[src/rtl/dclk_align_pkg.sv]
// Package: shared types and helpers for the output data clock aligner.
// Assumes: nothing beyond IEEE 1800-2017.
package dclk_align_pkg;

    // Alignment state: free running, or waiting for the aligning edge.
    typedef enum logic {
        ST_RUN = 1'b0,
        ST_ARM = 1'b1
    } align_state_t;

    // Larger of two integers, used to size counters.
    function automatic int unsigned max2(input int unsigned a, input int unsigned b);
        return (a > b) ? a : b;
    endfunction

endpackage

[src/rtl/dclk_sync2.sv]
// Module: multi-stage synchronizer for one asynchronous level.
// Assumes: STAGES >= 2; the input may change at any time relative to clk.
module dclk_sync2 #(
    parameter int STAGES = 2
) (
    input  logic clk,
    input  logic rst_n,
    input  logic d,
    output logic q
);

    logic [STAGES-1:0] pipe;

    // Shift the level through the flop chain; cleared on reset.
    always_ff @(posedge clk) begin
        if (!rst_n) begin
            pipe <= '0;
        end else begin
            pipe <= {pipe[STAGES-2:0], d};
        end
    end

    assign q = pipe[STAGES-1];

endmodule

[src/rtl/dclk_release_timer.sv]
// Module: tracks a pending alignment and times the aligning edge.
// Counting starts on the first edge that sees the synchronized request low.
// The aligning edge fires when the count reaches the base delay minus two
// (the two synchronizer stages) plus the phase field.
// Assumes: DLY_90 >= 2 and DLY_0 >= 2.
module dclk_release_timer
    import dclk_align_pkg::*;
#(
    parameter int DLY_90 = 4,
    parameter int DLY_0  = 5,
    parameter int PSEL_W = 2,
    parameter int OE_DLY = 1
) (
    input  logic              clk,
    input  logic              rst_n,
    input  logic              req_act,
    input  logic              phase90,
    input  logic [PSEL_W-1:0] phase_sel,
    output align_state_t      state_o,
    output logic              sync_o,
    output logic              oe_o
);

    localparam int DLY_MAX = max2(DLY_90, DLY_0) + (1 << PSEL_W);
    localparam int DLY_W   = $clog2(DLY_MAX + 1);
    localparam int OW      = $clog2(OE_DLY + 2);
    localparam logic [DLY_W-1:0] BASE90  = DLY_W'(DLY_90 - 2);
    localparam logic [DLY_W-1:0] BASE0   = DLY_W'(DLY_0 - 2);
    localparam logic [OW-1:0]    OE_INIT = OW'(OE_DLY);

    align_state_t     state;
    logic [DLY_W-1:0] dly;
    logic [DLY_W-1:0] target;
    logic [OW-1:0]    oe_wait;

    // Count value at which the aligning edge fires.
    always_comb begin
        target = (phase90 ? BASE90 : BASE0) + DLY_W'(phase_sel);
    end

    // Aligning edge happens on this clock edge.
    assign sync_o = (state == ST_ARM) && !req_act && (dly >= target);

    // State, release count and output-enable wait counter.
    always_ff @(posedge clk) begin
        if (!rst_n) begin
            state   <= ST_RUN;
            dly     <= '0;
            oe_wait <= '0;
        end else begin
            if (oe_wait != '0) begin
                oe_wait <= oe_wait - 1'b1;
            end
            case (state)
                ST_RUN: begin
                    if (req_act) begin
                        state <= ST_ARM;
                        dly   <= '0;
                    end
                end
                ST_ARM: begin
                    if (req_act) begin
                        dly <= '0;
                    end else if (dly >= target) begin
                        state   <= ST_RUN;
                        oe_wait <= OE_INIT;
                    end else begin
                        dly <= dly + 1'b1;
                    end
                end
                default: state <= ST_RUN;
            endcase
        end
    end

    assign state_o = state;
    assign oe_o    = (state == ST_RUN) && (oe_wait == '0);

endmodule

[src/rtl/dclk_divider.sv]
// Module: one lane of the output clock divider.
// Demux mode inverts every cycle and parks high on request.
// Non-demux mode inverts every NDMX_HALF cycles.
// The aligning pulse forces the clock low and restarts its phase.
// Assumes: NDMX_HALF >= 1.
module dclk_divider #(
    parameter int NDMX_HALF = 2
) (
    input  logic clk,
    input  logic rst_n,
    input  logic demux_mode,
    input  logic hold,
    input  logic sync,
    output logic dclk
);

    localparam int CW = $clog2(NDMX_HALF + 1);
    localparam logic [CW-1:0] NDMX_LIM = CW'(NDMX_HALF - 1);

    logic [CW-1:0] cnt;
    logic [CW-1:0] lim;

    // Half-period limit for the current mode.
    always_comb begin
        lim = demux_mode ? '0 : NDMX_LIM;
    end

    // Clock register with align, park and divide priorities.
    always_ff @(posedge clk) begin
        if (!rst_n) begin
            dclk <= 1'b0;
            cnt  <= '0;
        end else if (sync) begin
            dclk <= 1'b0;
            cnt  <= '0;
        end else if (demux_mode && hold) begin
            dclk <= 1'b1;
            cnt  <= '0;
        end else if (cnt >= lim) begin
            dclk <= ~dclk;
            cnt  <= '0;
        end else begin
            cnt <= cnt + 1'b1;
        end
    end

endmodule

[src/rtl/dclk_align.sv]
// Module: top of the output data clock aligner.
// Synchronizes the alignment pulse, gates it with the enable, times the
// aligning edge and drives two identical divider lanes.
// Assumes: a single sampling clock domain; synchronous active-low reset.
module dclk_align
    import dclk_align_pkg::*;
#(
    parameter int SYNC_STAGES = 2,
    parameter int DLY_90      = 4,
    parameter int DLY_0       = 5,
    parameter int OE_DLY      = 1,
    parameter int NDMX_HALF   = 2,
    parameter int PSEL_W      = 2
) (
    input  logic              clk,
    input  logic              rst_n,
    input  logic              sync_req,
    input  logic              sync_en,
    input  logic              demux_mode,
    input  logic              phase90,
    input  logic [PSEL_W-1:0] phase_sel,
    output logic              dclk_i,
    output logic              dclk_q,
    output logic              dclk_oe
);

    localparam int NUM_LANES = 2;

    logic                 req_s;
    logic                 req_act;
    align_state_t         state_w;
    logic                 arm_w;
    logic                 sync_w;
    logic                 hold_w;
    logic [NUM_LANES-1:0] lane_clk;

    // Bring the asynchronous pulse into the clock domain.
    dclk_sync2 #(.STAGES(SYNC_STAGES)) u_sync (
        .clk   (clk),
        .rst_n (rst_n),
        .d     (sync_req),
        .q     (req_s)
    );

    // Request counts only while the feature is enabled.
    assign req_act = req_s & sync_en;

    dclk_release_timer #(
        .DLY_90 (DLY_90),
        .DLY_0  (DLY_0),
        .PSEL_W (PSEL_W),
        .OE_DLY (OE_DLY)
    ) u_timer (
        .clk       (clk),
        .rst_n     (rst_n),
        .req_act   (req_act),
        .phase90   (phase90),
        .phase_sel (phase_sel),
        .state_o   (state_w),
        .sync_o    (sync_w),
        .oe_o      (dclk_oe)
    );

    assign arm_w  = (state_w == ST_ARM);
    assign hold_w = arm_w | req_act;

    // One divider per output lane, all driven by the same controls.
    for (genvar g = 0; g < NUM_LANES; g++) begin : g_lane
        dclk_divider #(.NDMX_HALF(NDMX_HALF)) u_div (
            .clk        (clk),
            .rst_n      (rst_n),
            .demux_mode (demux_mode),
            .hold       (hold_w),
            .sync       (sync_w),
            .dclk       (lane_clk[g])
        );
    end

    assign dclk_i = lane_clk[0];
    assign dclk_q = lane_clk[1];

endmodule

[config.mk]
export PLATFORM = sky130hd
export DESIGN_NAME = dclk_align
export DESIGN_NICKNAME = d
export VERILOG_FILES = /design/src/rtl/dclk_align_pkg.sv /design/src/rtl/dclk_sync2.sv /design/src/rtl/dclk_release_timer.sv /design/src/rtl/dclk_divider.sv /design/src/rtl/dclk_align.sv
export SDC_FILE = /design/constraint.sdc
export NUM_CORES = 1
export LEC_CHECK = 0
export BUFFER_PORTS_ARGS = -buffer_cell sky130_fd_sc_hd__buf_2
export CELL_PAD_IN_SITES_DETAIL_PLACEMENT = 1
export CELL_PAD_IN_SITES_GLOBAL_PLACEMENT = 2
export CORE_MARGIN = 2
export CORE_UTILIZATION = 32
export CTS_CLUSTER_DIAMETER = 30
export DETAILED_ROUTE_END_ITERATION = 12
export GPL_TIMING_DRIVEN = 0
export PLACE_DENSITY_LB_ADDON = 0.1
export SETUP_SLACK_MARGIN = 0.1
export SYNTH_ARGS = -nofsm -noshare
export SYNTH_HDL_FRONTEND = slang
export SYNTH_SLANG_ARGS = --single-unit
export TNS_END_PERCENT = 5
[constraint.sdc]
create_clock -name clk -period 2.4 [get_ports clk]
set_input_delay 0.36 -clock clk [delete_from_list [all_inputs] [get_ports clk]]
set_output_delay 0.36 -clock clk [all_outputs]
set_load 0.01 [all_outputs]
==> flow_summary.toml, run 1 <==
[critical_path]
crit_chain = "buf_2, inv_1, ha_1, inv_1, ha_1, ha_1, a21o_1, a311o_1, or3_1, a21oi_1"
reg2regPathDepth = 6
worstReg2RegEnd = "u_timer.dly[2]$_SDFFE_PN0P_"
cp-startpoint = "phase90"
path_max_fanout = 8
rrSetupSlack_ns = 0.46
crit_family = "compound AO/OA/AOI/OAI gates"
cp.arrival_ns = 2.28
crit_type = "in2reg"
cpPeakStageDelay_ns = 0.41
cp_common_cell = "ha_1"
worstSetupPathDepth = 10
worst_path_max_delay_cell = "a311o_1"
crit_end = "u_timer.dly[2]$_SDFFE_PN0P_"
cp.required_ns = 2.62
cp_num_buf_inv = 3
cp-start-kind = "primary input"
worst_setup_path_end_kind = "flip-flop"
r2r-start = "u_timer.dly[0]$_SDFFE_PN0P_"

[power]
power_frac_comb = 0.135
power.leakage_uw = 0.000369
p_seq_frac = 0.564
p_sw_uw = 118
finalPower_uw = 470
clkPwrFrac = 0.300
power_density_nw_per_um2 = 567
max-vdd-ir-drop_mv = 0.366
swShare = 0.251
power.internal_uw = 352

[detailed_routing]
vias = 580
avgViaCountPerCell = 4.87
drt_pre_antenna_iters = 2
drcViolationCount = 0
drtAntennaViolNets = 0
drt_wl_total_um = 1320
drtIter0Drc = 10
wl_per_cell_um = 11.1

[logic_synthesis]
synth-edff-count = 0
postSynth.asyncResetShare = 0
syn_nets = 93
synth_compound_area_frac = 0.164
ys_types = 25
synthTopCellsByCount = "15 x dfxtp_1, 9 x inv_1, 8 x ha_1"
synth_top_family_by_area = "simple AND/OR/NAND/NOR gates"
synth.most_common_cell = "dfxtp_1"
syn_area_sq_um = 716
yosysTopAreaCell = "dfxtp_1"
yosysWarnings = 0
synthAdderAreaFrac = 0.140
synthSimpleGateAreaFrac = 0.198
ys_ff_latch = 15
synthMuxAreaShare = 0
synth_area_per_cell_sq_um = 9.29
synth_xor_area_frac = 0.0245
netlist.area_leader.share = 0.420
yosysSeqAreaShare = 0.420
dominantRegCellSynth = "dfxtp_1"
synth_area_leaders = "dfxtp_1 42%, ha_1 14%, inv_1 4.7%"
syn_inst = 77

[cells_and_area]
drive_above_1_share = 0.176
area_growth_pct = 15.7
antenna-diode-count = 0
fillers = 277
nets = 108

[cts]
ctsHoldBuffers = 0
cts_sinks = 15
clock_latency_ns = 0.28
numCtsBuffers = 3
cts_buffer_depth = 2
cts_setup_buffers = 0
cts-resized-gates = 0
clk_pin_slew_ns = 0.09
cts_tree = "yes"
h-tree-depth = 1
cts_root_buffer = "clkbuf_4"

[sta]
min_period_over_period = 0.858
hold_viol = 0
setup_tns_ns = 0
slew_headroom = 0.680
slew_violations = 0
period_minus_slack_ns = 2.06
tightest_slew_ns = 0.475
skew_ns = 0.00799
grt_setup_unrepaired = "no"
setup_viol_count_final = 0
timing.fmax_mhz = 486

[die]
die_w_um = 51.3
num_io_pins = 11
die_area_sq_um = 2630
start_util = 0.330
fp.dieH_um = 51.3
core_area_sq_um = 2170
num_rows = 17

[flow_run]
drv_cap = 0

[global_routing]
antenna_found_initial = 0
grt_max_degree = 10
grt.total_usage = 0.130
grt_pass1_vias = 621
grt.overflow.total = 0
grt_pass1_wl_um = 2490

[placement]
hpwl_um = 1070
portBuffers = 10
place.gp.congestion = 0.620

[min_path]
hold_path.class = "in2reg"
min_from = "sync_req"

[outcome]
outcome = "finished clean"
placed cells by master (no fill, tap or decap), drive strengths merged:
cell / synthesis / routed
nand3: 3 / 3
a21oi: 4 / 4
nor3: 1 / 1
inv: 9 / 9
and4b: 2 / 2
a311o: 1 / 1
o211ai: 1 / 1
nor2: 4 / 4
or3: 2 / 2
ha: 8 / 8
dfxtp: 15 / 15
clkinv: 0 / 1
nand2b: 2 / 2
o31ai: 1 / 1
o311ai: 1 / 1
o21a: 1 / 1
nand2: 4 / 4
a2111oi: 1 / 1
buf: 1 / 11
o21ai: 4 / 4
clkbuf: 0 / 3
a21o: 2 / 2
xor2: 2 / 2
o22ai: 1 / 1
nor3b: 2 / 2
and2: 5 / 5
per-stage QoR:
stage          std cells   util  worst slack (ns)  cell area, sq um  hold WS [ns]
2_1_floorplan         77      -             0.297               716         0.412
6_report             119  0.382             0.340               828         0.272
3_3_place_gp         115  0.369            0.0931               801         0.424
3_5_place_dp         115  0.369            0.0294               801         0.426
4_1_cts              119  0.382             0.333               828         0.262
5_1_grt              119  0.382             0.196               828         0.273
power by group through the flow:
stage	Combinational [uW]	Sequential [uW]	Clock (uW)
5_1_grt	74.4	267	164
3_3_place_gp	63.2	271	0
3_5_place_dp	65.1	271	0
6_report	63.5	265	141
4_1_cts	65.5	266	149
2_1_floorplan	40.6	273	0
cell families after synthesis:
logic type      Yosys count
fa+ha+maj                 8
xor+xnor                  2
simple gates             25
compound gates           17
flops                    15
buf+inv                  10
area by class of cell:
| class | instances | area (sq um) | area share |
|---|---|---|---|
| Inverter | 9 | 33.8 | 0.0408 |
| Multi-Input combinational cell | 52 | 377 | 0.455 |
| Buffer | 1 | 5.00 | 0.00604 |
| Timing Repair Buffer | 10 | 50.0 | 0.0604 |
| Clock buffer | 3 | 22.5 | 0.0272 |
| Clock inverter | 1 | 5.00 | 0.00604 |
| Tap cell | 28 | 35.0 | 0.0423 |
| Sequential cell | 15 | 300 | 0.363 |
worst reg2reg max path, cell delays in order, from the launching register on:
cell and delay, ns:
dfxtp_1 0.39, inv_1 0.06, ha_1 0.27, nand2b_1 0.17, a311o_1 0.46, or3_1 0.38, a21oi_1 0.15
per-layer routing:
layer	vias to the layer above	track usage	routed length, um
li1	297	-	-
met1	272	0.132	570
met2	9	0.234	667
met3	2	0.0526	61
met4	0	0.0526	17
met5	-	0	0
state kept, by name, indices dropped and copies added, names as in the netlist:
register,flops
u_timer.oe_wait,2
u_sync.pipe,2
g_lane.u_div.cnt,4
g_lane.u_div.dclk,2
u_timer.dly,4
u_timer.state_o,1
worst min-delay path by stage:
stage | depth (start not counted) | endpoint | slack (ns)
2_1_floorplan | 1 | u_sync.pipe[1]$_SDFF_PN0_ | 0.41
3_5_place_dp | 1 | u_sync.pipe[1]$_SDFF_PN0_ | 0.43
4_1_cts | 2 | u_sync.pipe[0]$_SDFF_PN0_ | 0.26
6_report | 2 | u_sync.pipe[0]$_SDFF_PN0_ | 0.27
3_3_place_gp | 1 | u_sync.pipe[1]$_SDFF_PN0_ | 0.42
5_1_grt | 2 | u_sync.pipe[0]$_SDFF_PN0_ | 0.27
Power figures use the tool's default switching activity.
==> run 2, diff against run 1 <==
Settings changed: RECOVER_POWER set to 50.
==> run 2 against run 1 <==
  * Design area down 0.60%
  * Utilization down 0.23 points
  * First-iteration DRC count unchanged
  * Flip-flop and latch count unchanged
  * Critical path type unchanged
  * Largest power group unchanged
  * Highest routed layer unchanged
==> flow_summary.toml, run 2 (same netlist as run 1, synthesis figures left out) <==
[flow_run]
drv_cap = 0

[placement]
portBuffers = 10
place.gp.congestion = 0.620
hpwl_um = 1070
dp.cells = 115

[global_routing]
grt.overflow.total = 0
grt.total_usage = 0.130
grt_max_degree = 10
antenna_found_initial = 0
grt_pass1_wl_um = 2490
grt_pass1_vias = 621

[cts]
clk_pin_slew_ns = 0.09
cts-resized-gates = 0
cts_setup_buffers = 0
h-tree-depth = 1
ctsHoldBuffers = 0
clock_latency_ns = 0.28
cts_buffer_depth = 2
numCtsBuffers = 3
cts_tree = "yes"
cts_root_buffer = "clkbuf_4"
cts_sinks = 15

[die]
fp.dieH_um = 51.3
num_io_pins = 11
die_area_sq_um = 2630
core_area_sq_um = 2170
start_util = 0.330
die_w_um = 51.3
num_rows = 17

[critical_path]
path_max_fanout = 7
cp.required_ns = 2.62
cp.arrival_ns = 2.31
cp-start-kind = "primary input"
rrSetupSlack_ns = 0.35
worst_setup_path_end_kind = "flip-flop"
crit_type = "in2reg"

[cells_and_area]
finalNonFillerCells = 119
fillers = 277
top_regs = "g_lane.u_div.cnt x4, u_timer.dly x4"
antenna-diode-count = 0
postLayoutCoreUtil = 0.379
mostFrequentLayoutCells = "15 x dfxtp_1, 9 x inv_1, 8 x ha_1, 7 x buf_2"
nets = 108
layout_commonest_cell = "dfxtp_1"
area_growth_pct = 15.0
drive_above_1_share = 0.132

[detailed_routing]
vias = 580
drcViolationCount = 0
drt_wl_total_um = 1320
drtIter0Drc = 10
avgViaCountPerCell = 4.87
drt_pre_antenna_iters = 2
wl_per_cell_um = 11.1
drtAntennaViolNets = 0

[sta]
setup_tns_ns = 0
hold_viol = 0
slew_headroom = 0.503
grt_setup_unrepaired = "no"
skew_ns = 0.00799
min_period_over_period = 0.867
timing.fmax_mhz = 480
period_minus_slack_ns = 2.08
setup_viol_count_final = 0
tightest_slew_ns = 0.737
slew_violations = 0

[power]
power_density_nw_per_um2 = 569
power.leakage_uw = 0.000357
max-vdd-ir-drop_mv = 0.352

[outcome]
outcome = "finished clean"

[min_path]
hold_path.class = "in2reg"
run 2: cell types whose count changed in the layout (fill, tap and decap cells not counted), sizes merged:
cell / change
buf: -4
clkbuf: +4
run 2: path summary, 6_finish.rpt:
path | startpoint | to | depth (start not counted)
worst max-delay path | phase90 | g_lane[0].u_div.cnt[0]$_SDFF_PP0_ | 9
worst min-delay path | sync_req | u_sync.pipe[0]$_SDFF_PN0_ | 2
worst max register to register | u_timer.dly[0]$_SDFFE_PN0P_ | g_lane[0].u_div.cnt[0]$_SDFF_PP0_ | 6
worst min register to register | u_sync.pipe[0]$_SDFF_PN0_ | u_sync.pipe[1]$_SDFF_PN0_ | 1
run 2: report_power, final:
part           total (uW)  switching [uW]  internal (uW)
sequential            265            6.00            259
clock                 141            79.3           61.9
combinational        61.5            32.7           28.8
total                 468             118            350
run 2: metal layers:
layer,vias up,part of all wire,track usage
met2,9,0.50,0.234
met4,0,0.013,0.0526
li1,297,-,-
met3,2,0.047,0.0526
met5,-,0,0
met1,272,0.43,0.132
run 2: area by class of cell:
class / instances / area, sq um / share of cell area
Buffer: 1 / 5.00 / 0.00608
Clock buffer: 3 / 22.5 / 0.0274
Clock inverter: 1 / 5.00 / 0.00608
Inverter: 9 / 33.8 / 0.0410
Multi-Input combinational cell: 52 / 377 / 0.457
Sequential cell: 15 / 300 / 0.365
Tap cell: 28 / 35.0 / 0.0426
Timing Repair Buffer: 10 / 45.0 / 0.0547
run 2: worst max-delay path, stage by stage:
cell	delay, ns
buf_2	0.09
inv_1	0.05
ha_1	0.14
inv_1	0.04
ha_1	0.17
ha_1	0.31
o311ai_0	0.44
o21ai_0	0.36
and4b_1	0.34
run 2: per-stage QoR:
stage	cell area [sq um]	total power (uW)	hold slack [ns]	worst slack, ns
final	823	468	0.273	0.318
after detailed placement	801	337	0.426	0.0294
after global placement	801	334	0.424	0.0931
after floorplan	716	314	0.412	0.297
after CTS	828	480	0.262	0.333
after global routing	823	504	0.273	0.143
